<file path="config.mk">
export PLATFORM = sky130hd
export DESIGN_NAME = timed_bus_xfer
export DESIGN_NICKNAME = d
export VERILOG_FILES = /design/src/rtl/timed_bus_xfer_pkg.sv /design/src/rtl/xfer_src_regs.sv /design/src/rtl/xfer_slot_enc.sv /design/src/rtl/xfer_dst_reg.sv /design/src/rtl/timed_bus_xfer.sv
export SDC_FILE = /design/constraint.sdc
export NUM_CORES = 1
export LEC_CHECK = 0
export ABC_AREA = 1
export BUFFER_PORTS_ARGS = -buffer_cell sky130_fd_sc_hd__buf_2
export CORE_ASPECT_RATIO = 0.7
export CORE_MARGIN = 5
export CORE_UTILIZATION = 49
export DETAILED_ROUTE_END_ITERATION = 12
export PLACE_DENSITY_LB_ADDON = 0.12
export SYNTH_ARGS = -nofsm -noshare
export SYNTH_HDL_FRONTEND = slang
export SYNTH_HIERARCHICAL = 1
export SYNTH_SLANG_ARGS = --single-unit
</file>
<file path="constraint.sdc">
create_clock -name clk_i -period 2.6 [get_ports clk_i]
set_clock_uncertainty 0.1 [all_clocks]
set_input_delay 0.26 -clock clk_i [delete_from_list [all_inputs] [get_ports clk_i]]
set_output_delay 0.26 -clock clk_i [all_outputs]
set_load 0.02 [all_outputs]
</file>
<file path="src/rtl/timed_bus_xfer_pkg.sv">
package timed_bus_xfer_pkg;
  localparam int unsigned DATA_W_DEF = 8;
  localparam int unsigned N_SRC_DEF  = 4;
endpackage

</file>
<file path="src/rtl/xfer_src_regs.sv">
module xfer_src_regs #(
  parameter int unsigned DATA_W = 8,
  parameter int unsigned N_SRC  = 4
) (
  input  logic                      clk_i,
  input  logic                      rst_ni,
  input  logic [N_SRC-1:0]          we_i,
  input  logic [N_SRC*DATA_W-1:0]   wdata_i,
  output logic [N_SRC*DATA_W-1:0]   q_o
);
  for (genvar i = 0; i < N_SRC; i++) begin : g_src
    logic [DATA_W-1:0] q;
    always_ff @(posedge clk_i or negedge rst_ni) begin
      if (!rst_ni)    q <= '0;
      else if (we_i[i]) q <= wdata_i[i*DATA_W +: DATA_W];
    end
    assign q_o[i*DATA_W +: DATA_W] = q;
  end
endmodule

</file>
<file path="src/rtl/xfer_slot_enc.sv">
module xfer_slot_enc #(
  parameter int unsigned N_SRC = 4,
  localparam int unsigned SEL_W = (N_SRC > 1) ? $clog2(N_SRC) : 1
) (
  input  logic [N_SRC-1:0] slot_i,
  output logic [SEL_W-1:0] sel_o,
  output logic             load_o,
  output logic             conflict_o
);
  logic seen, multi;

  // OR of hot indices: bit b collects every strobe whose index has bit b set
  always_comb begin
    sel_o = '0;
    seen  = 1'b0;
    multi = 1'b0;
    for (int k = 0; k < N_SRC; k++) begin
      if (slot_i[k]) begin
        sel_o = sel_o | SEL_W'(k);
        if (seen) multi = 1'b1;
        seen = 1'b1;
      end
    end
  end

  assign conflict_o = multi;
  assign load_o     = seen & ~multi;
endmodule

</file>
<file path="src/rtl/xfer_dst_reg.sv">
module xfer_dst_reg #(
  parameter int unsigned DATA_W = 8,
  parameter int unsigned N_SRC  = 4,
  localparam int unsigned SEL_W = (N_SRC > 1) ? $clog2(N_SRC) : 1
) (
  input  logic                    clk_i,
  input  logic                    rst_ni,
  input  logic [N_SRC*DATA_W-1:0] src_i,
  input  logic [SEL_W-1:0]        sel_i,
  input  logic                    load_i,
  output logic [DATA_W-1:0]       q_o
);
  logic [DATA_W-1:0] src_arr [N_SRC];
  logic [DATA_W-1:0] mux_out;

  for (genvar i = 0; i < N_SRC; i++) begin : g_unpack
    assign src_arr[i] = src_i[i*DATA_W +: DATA_W];
  end

  always_comb begin
    mux_out = '0;
    for (int k = 0; k < N_SRC; k++) begin
      if (sel_i == SEL_W'(k)) mux_out = src_arr[k];
    end
  end

  always_ff @(posedge clk_i or negedge rst_ni) begin
    if (!rst_ni)     q_o <= '0;
    else if (load_i) q_o <= mux_out;
  end
endmodule

</file>
<file path="src/rtl/timed_bus_xfer.sv">
module timed_bus_xfer
  import timed_bus_xfer_pkg::*;
#(
  parameter int unsigned DATA_W = DATA_W_DEF,
  parameter int unsigned N_SRC  = N_SRC_DEF,
  localparam int unsigned SEL_W = (N_SRC > 1) ? $clog2(N_SRC) : 1
) (
  input  logic                    clk_i,
  input  logic                    rst_ni,
  input  logic [N_SRC-1:0]        src_we_i,
  input  logic [N_SRC*DATA_W-1:0] src_wdata_i,
  input  logic [N_SRC-1:0]        slot_i,
  output logic [N_SRC*DATA_W-1:0] src_q_o,
  output logic [DATA_W-1:0]       dst_q_o,
  output logic [SEL_W-1:0]        sel_o,
  output logic                    load_o,
  output logic                    conflict_o
);
  xfer_src_regs #(.DATA_W(DATA_W), .N_SRC(N_SRC)) u_src (
    .clk_i   (clk_i),
    .rst_ni  (rst_ni),
    .we_i    (src_we_i),
    .wdata_i (src_wdata_i),
    .q_o     (src_q_o)
  );

  xfer_slot_enc #(.N_SRC(N_SRC)) u_enc (
    .slot_i     (slot_i),
    .sel_o      (sel_o),
    .load_o     (load_o),
    .conflict_o (conflict_o)
  );

  xfer_dst_reg #(.DATA_W(DATA_W), .N_SRC(N_SRC)) u_dst (
    .clk_i  (clk_i),
    .rst_ni (rst_ni),
    .src_i  (src_q_o),
    .sel_i  (sel_o),
    .load_i (load_o),
    .q_o    (dst_q_o)
  );
endmodule

</file>
* Word-level counts from Yosys, hierarchy flattened
Index checks and enable logic that the tools add are counted.
Storage, ports and cells: flip-flop bits (word level) 40, output and inout port bits 44
Operators by class: equality and inequality tests 3, multiplexer cells 17, bitwise operators 2, reduce and logical (&&, ||, !) cells 1
Operator list (number):
- $mux 8 | 4
- $mux 1 | 11
- $eq 2x2->1 const B | 2
- $mux 2 | 2
- $eq 2x1->1 const B | 1
- $logic_not 2->1 | 1
- $and 1x1->1 | 1
- $not 1->1 | 1

* Logic depth before layout (Yosys ltp)
Gate-level depths: netlist of run 1.
depth in word-level cells 9, depth in mapped cells 10, depth with buffers taken out 9

* Modules after synthesis
The synthesis of run 1 kept the hierarchy.
By module, submodules not included:
- xfer_src_regs | instances 1, cells an instance 136, area an instance 1221.2 µm², seq. area each 800.8 µm²
- xfer_dst_reg | instances 1, cells an instance 88, area an instance 539.3 µm², seq. area each 200.2 µm²
- xfer_slot_enc | instances 1, cells an instance 13, area an instance 66.3 µm², seq. area each 0.0 µm²

* Worst setup path before layout of run 1
Ideal clock, no wire load.
path kind input -> register, start input port slot_i[1], end register u_dst.q_o[4], library setup time 0.065 ns, arrival time 1.356 ns, required time 2.435 ns, path slack 1.079 ns, cell stages on the path 10, buffers on the path 1, cell sequence nor2_2 > nand2_2 > nand2_2 > nand2_2 > nor2_2 > inv_1 > buf_2 > nor2_1 > nand2_1 > nand2_1
RTL lines:
- start: declaration | RTL line timed_bus_xfer.sv:12 | input logic [N_SRC-1:0] slot_i,
- $mux 1 | RTL line xfer_slot_enc.sv:18 | if (slot_i[k]) begin
- $mux 1 | RTL line xfer_slot_enc.sv:20 | if (seen) multi = 1'b1;
- $mux 1 | RTL line xfer_slot_enc.sv:18
- $mux 1 | RTL line xfer_slot_enc.sv:20
- $mux 1 (*) | RTL line xfer_slot_enc.sv:18
- via conflict_o | RTL line timed_bus_xfer.sv:17 | output logic conflict_o
- $not 1->1 (*) | RTL line xfer_slot_enc.sv:27 | assign load_o = seen & ~multi;
- $and 1x1->1 (*) | RTL line xfer_slot_enc.sv:27
- via load_o | RTL line timed_bus_xfer.sv:16 | output logic load_o,
- end signal: assignment | RTL line xfer_dst_reg.sv:29 | else if (load_i) q_o <= mux_out;
- end: declaration | RTL line xfer_dst_reg.sv:11 | output logic [DATA_W-1:0] q_o
Mark *: on every way through the listed nets, which the timed path passes. The rest lies on a longest branch. A chain may end at the register's enable or synchronous reset.

* Worst setup path after layout of run 1
start input port slot_i[3], end output port sel_o[1]
On the way: cells in the longest elaborated chain, start to end 1
Ends and longest elaborated chain:
- $mux 2 | RTL line xfer_slot_enc.sv:18
- end: declaration | RTL line timed_bus_xfer.sv:15 | output logic [SEL_W-1:0] sel_o,
Every way passes these cells.

==> metrics.txt, run 1 <==
run status complete, no violations; maxcap violations 0; clk root buf clkbuf_8; Max Root-Sink Buffers 2; Hold Path Depth 3; TritonCTS buffer count 5; RSZ-0062 raised after global routing false; worst slew pin tran 0.859 ns; vias in the first global route 1,660; Distinct cells, synth 13; period utilization 53.2%; Main synth FF type dfrtp_1; Residual DRC 0; Worst Setup EP sel_o[1]; initial drt markers 110; Worst Hold Class primary input to flop; GRT Total Usage 19.7%; Cells after Synth 237; Pwr Density 645 nW/um^2; Post-Syn Nets 279; Core Box Area 3560 sq um; Setup TNS 0 ns; Worst VDD drop 429 uV; most frequent cells after synthesis nand2_1 (133), dfrtp_1 (40), nor2_1 (17); startpoint types primary input; remaining global-route overflow 0; Avg Synthesized Cell Area 7.71 sq um; Fin Hold WS 0.0617 ns; post-layout net count 365; post-synth top area share 54.8%; worst endpoint required time 2.24 ns; post-synthesis to final-layout area growth 28.8%; Critical Path Start slot_i[3]; Die X 83.0 microns; final setup violating endpoints 0; count leader, synth nand2_1; Slew HR 42.8%; initial antenna violation count 0; Ys Warns 6; Compound-Gate Fraction of Synth Area 2.19%; Synth Area in Simple Gates 37.9%; die area 5070 sq um; post_cts resized 0; Routed wire per std cell 12.6 microns; Die Ht 61.1 microns; I/O Buffers 85; Max Freq 723 MHz; final slew viol count 0; drt pass-1 iters 4; Setup crit end kind output pin; Synth Area in Adders 0%; share of layout cells above drive strength 1 31.8%; ant diodes 0; Post-synth EDFFs 0; Worst-Skew Late Latency 0.29 ns; post-route ant nets 0; worst r2r src u_src/g_src[1].q[0]; Synth Register Bits 40; largest net degree at the start of global routing 41; Leak Pwr 1.38 nW; # H-tree levels 2; Total Routed Length 4.71 mm; Post-Synth XOR/XNOR Area 0%; Vias/cell 4.80; ranking of synthesized cells by area dfrtp_1 (55%), nand2_1 (27%), nand3_1 (4.4%); initial core utilization 51.3%; Top Ports 86; Arr. time, crit path 1.02 ns; R2R setup slack 1.59 ns; WS Path Type primary input to output pin; CTS tree done; FF-to-FF End u_dst/q_o[0]; CTS clock-pin slew for the worst setup and hold paths 0.07 ns; Worst R2R Path Depth 4; DP Wirelength 3.63 mm; Synth area leader dfrtp_1; ys async rst share 100%; mapped cell area 1830 sq um; share of the yosys chip area belonging to registers 54.8%; Via Count 1,796; Row Count 18; main combinational cell family by area after synthesis simple AND/OR/NAND/NOR gates; CP max FO 17; Min Clock Period, post-route 1.38 ns; GP Congestion 0.861; global-route wire length before repair 7.85 mm; CTS Sinks 40; final hold vios 0; post-synthesis mux area share 0%
worst max-delay path: stages:
cell,delay [ns]
buf_2,0.12
or2_2,0.43
buf_2,0.21
metrics by stage:
stage / total power, mW / worst slack (ns) / instances / instance area [sq um] / utilization, %
global placement: 1.11 / 1.02 / 365 / 2250 / 63.3
global route: 1.60 / 1.09 / 374 / 2350 / 66.1
floorplan: 0.963 / 1.08 / 237 / 1830 / -
detailed placement: 1.11 / 0.998 / 365 / 2250 / 63.3
finish: 1.52 / 1.22 / 374 / 2350 / 66.1
CTS: 1.53 / 1.22 / 374 / 2350 / 66.1
power breakdown:
| part | switching [mW] | internal [mW] | total (mW) |
|---|---|---|---|
| clock | 0.199 | 0.216 | 0.416 |
| sequential | 0.0565 | 0.693 | 0.749 |
| combinational | 0.232 | 0.121 | 0.353 |
| total | 0.488 | 1.03 | 1.52 |
cells in the final DEF (no fill, tap or decap):
cell type / instances
buf_2: 85
clkbuf_1: 2
clkbuf_8: 6
dfrtp_1: 40
dlygate4sd3_1: 1
inv_1: 4
inv_2: 4
nand2_1: 133
nand2_2: 3
nand3_1: 16
nor2_1: 17
nor2_2: 3
o21ai_0: 8
or2_2: 2
registers in the layout, indices dropped and copies added, names as in the netlist:
name	count
u_src/g_src.q	32
u_dst/q_o	8
area by class of cell:
cell class / instances / area, sq um
fillers: 343 / 1210
repair buffers: 86 / 435
inverters: 8 / 30.0
well taps: 50 / 62.6
clock buffers: 8 / 90.1
flip-flops and latches: 40 / 1000
multi-input cells: 182 / 733
cells by family (layout without fill, tap and decap cells):
| group | Yosys count | in the layout |
|---|---|---|
| and+or+nand+nor | 174 | 174 |
| AOI/OAI and AO/OA | 8 | 8 |
| buffers and inverters | 15 | 102 |
| DFF | 40 | 40 |
metal layers:
| metal | track usage (%) | part of all wire (%) | wire [microns] | vias up |
|---|---|---|---|---|
| met5 | 0 | 0 | 0 | - |
| met4 | 6.53 | 1.1 | 50 | 0 |
| met3 | 6.82 | 8.7 | 408 | 5 |
| met2 | 30.0 | 43 | 2010 | 78 |
| met1 | 26.9 | 48 | 2240 | 810 |
| li1 | - | - | - | 903 |
what timing repair did:
action / in CTS / in global routing
endpoints found under the hold margin: 4 / 0
hold buffers: 1 / 0
buffers inserted: 0 / 0
worst min-delay path by stage:
stage                                     end  slack [ns]             from
after floorplan                  u_dst/q_o[0]       -0.14           rst_ni
after detailed placement  u_src/g_src[0].q[7]        0.32           rst_ni
after CTS                 u_src/g_src[2].q[6]        0.06  src_wdata_i[22]
after global routing      u_src/g_src[3].q[3]        0.07  src_wdata_i[27]
final                     u_src/g_src[2].q[6]        0.06  src_wdata_i[22]
after global placement    u_src/g_src[0].q[7]        0.32           rst_ni
Note: power is estimated with default switching activity, not from simulation.
==> run 2, diff against run 1 <==
--- a/config.mk
+++ b/config.mk
@@ -5,11 +5,11 @@
 export SDC_FILE = /design/constraint.sdc
 export NUM_CORES = 1
 export LEC_CHECK = 0
-export ABC_AREA = 1
+export ABC_AREA = 0
 export BUFFER_PORTS_ARGS = -buffer_cell sky130_fd_sc_hd__buf_2
 export CORE_ASPECT_RATIO = 0.7
 export CORE_MARGIN = 5
-export CORE_UTILIZATION = 49
+export CORE_UTILIZATION = 47
 export DETAILED_ROUTE_END_ITERATION = 12
 export PLACE_DENSITY_LB_ADDON = 0.12
 export SYNTH_ARGS = -nofsm -noshare
==> constraint.sdc (replaced) <==
create_clock -name clk_i -period 1.3 [get_ports clk_i]
set_clock_uncertainty 0.1 [all_clocks]
set_input_delay 0.13 -clock clk_i [delete_from_list [all_inputs] [get_ports clk_i]]
set_output_delay 0.13 -clock clk_i [all_outputs]
set_load 0.02 [all_outputs]
==> metrics.txt, run 2 <==
Max Root-Sink Buffers 2; multi-input logic area 833 sq um; count leader, synth dfrtp_1; worst r2r src u_src/g_src[3].q[5]; final hold vios 0; Post-synth EDFFs 0; Residual DRC 0; Min Clock Period, post-route 1.19 ns; drt pass-1 iters 4; Synth Area in Simple Gates 4.77%; Arr. time, crit path 0.96 ns; most frequent cells after synthesis dfrtp_1 (40), mux2_4 (32), mux2i_1 (16); post-synthesis mux area share 33.4%; GP Congestion 0.756; Ys Warns 6; Slew HR 79.4%; met1 wire length 1.97 mm; Die X 86.3 microns; TritonCTS buffer count 5; Synth area leader dfrtp_1; die area 5480 sq um; dpl cells 256; DR top layer met4; non-filler instance count after layout 297; Max Freq 842 MHz; # H-tree levels 2; Core Box Area 3920 sq um; vias in the first global route 1,570; CTS tree done; Post-Syn Nets 165; maxcap violations 0; post-synthesis to final-layout area growth 45.9%; period utilization 91.4%; Worst Hold Class primary input to flop; final slew viol count 0; most frequent cells in the layout buf_2 (85), dfrtp_1 (40), dlygate4sd3_1 (33); initial core utilization 48.9%; Worst VDD drop 811 uV; met3 wire len 341 microns; Fill cells 278; post-synth top area share 52.2%; remaining global-route overflow 0; most common cell after layout, fill and taps aside buf_2; CP max FO 5; Worst R2R Path Depth 2; DR WL met2 2.46 mm; largest net degree at the start of global routing 41; ys async rst share 100%; ranking of synthesized cells by area dfrtp_1 (52%), mux2_4 (25%), mux2i_1 (8.4%); final setup violating endpoints 0; FF-to-FF End u_dst/q_o[5]; initial antenna violation count 0; WS Path Type primary input to output pin; Hold EP u_src/g_src[2].q[5]; Routed wire per std cell 16.3 microns; R2R setup slack 0.32 ns; Synth Register Bits 40; Top Registers u_src/g_src.q (32), u_dst/q_o (8); I/O Buffers 85; startpoint types primary input; CTS Sinks 40; Fin Hold WS 0.187 ns; Largest Register u_src/g_src.q; Synth Area in Adders 0%; Main synth FF type dfrtp_1; ant diodes 0; main combinational cell family by area after synthesis multiplexers; Die Ht 63.4 microns; Post-CTS Setup Bufs 0; Worst-Skew Late Latency 0.28 ns; run status complete, no violations; Hold Path Depth 2; RSZ-0062 raised after global routing false; post-route ant nets 0; Distinct cells, synth 17; Avg Synthesized Cell Area 15.6 sq um; Pwr Density 1190 nW/um^2; Total Routed Length 4.84 mm; clk root buf clkbuf_8; max FFs per register 32; share of layout cells above drive strength 1 52.2%; post-layout net count 286; mapped cell area 1920 sq um; initial drt markers 41; Leak Pwr 1.47 nW; Row Count 19; Vias/cell 4.98; worst endpoint required time 1.07 ns; Post-Synth XOR/XNOR Area 0.457%; Setup crit end kind output pin; Power, Total 3.34 mW; HP Start src_we_i[2]; DP Wirelength 3.42 mm; global-route wire length before repair 7.68 mm; GRT Total Usage 18.1%; Reg area 1000 sq um; CTS clock-pin slew for the worst setup and hold paths 0.07 ns; worst slew pin tran 0.309 ns; share of the yosys chip area belonging to registers 52.2%; Top Ports 86; Cells after Synth 123; Compound-Gate Fraction of Synth Area 4.77%; Via Count 1,480
==> run 2: layer usage <==
layer / vias to the layer above / track usage, %
met5: - / 0
met3: 7 / 4.56
li1: 694 / -
met1: 728 / 23.2
met2: 51 / 29.8
met4: 0 / 5.84
==> run 2: cells by family after synthesis <==
| logic type | count (synthesis) |
|---|---|
| DFF | 40 |
| xor gates and xnor gates | 1 |
| AOI/OAI and AO/OA | 11 |
| and+or+nand+nor | 15 |
| buffers and inverters | 8 |
| muxes | 48 |
==> run 2: per-stage QoR <==
stage	util (%)	TNS, ns	setup slack [ns]	cell area (sq um)
global route	71.3	0	0.0500	2800
detailed placement	60.6	-1.39	-0.190	2380
finish	71.3	0	0.112	2800
floorplan	-	0	0.00716	1920
CTS	71.3	0	0.110	2800
global placement	60.6	-0.752	-0.0957	2380
==> run 2: final cells by class <==
cell class / instances / share of cell area (%)
Sequential cell: 40 / 35.8
Multi-Input combinational cell: 75 / 29.8
Timing Repair Buffer: 121 / 28.7
Clock buffer: 8 / 3.22
Tap cell: 52 / 2.33
Inverter: 1 / 0.134
==> run 2: how the worst max path moves through the flow <==
stage                         to      start  cells past startpoint  slack [ns]
floorplan           u_dst/q_o[0]  slot_i[0]                      5       0.007
finish                    load_o  slot_i[0]                      4        0.11
global route        u_dst/q_o[0]  slot_i[0]                      5        0.05
CTS                       load_o  slot_i[0]                      4        0.11
global placement    u_dst/q_o[0]  slot_i[0]                      5        -0.1
detailed placement  u_dst/q_o[0]  slot_i[0]                      5       -0.19
==> run 2: report_power, final <==
part	switching [mW]	total, mW	internal (mW)
Sequential	0.123	1.53	1.41
Combinational	0.503	0.979	0.476
Clock	0.394	0.827	0.433
Total	1.02	3.34	2.32
==> run 2: what timing repair did <==
item / in CTS / in global routing
hold buffers: 33 / 0
resized for setup: 0 / 0
setup endpoints to repair: 0 / 0
hold endpoints to repair: 72 / 0
==> run 2: critical path: stages <==
cell     delay, ns
buf_2         0.13
xor2_1        0.16
a211o_2       0.37
buf_2         0.17
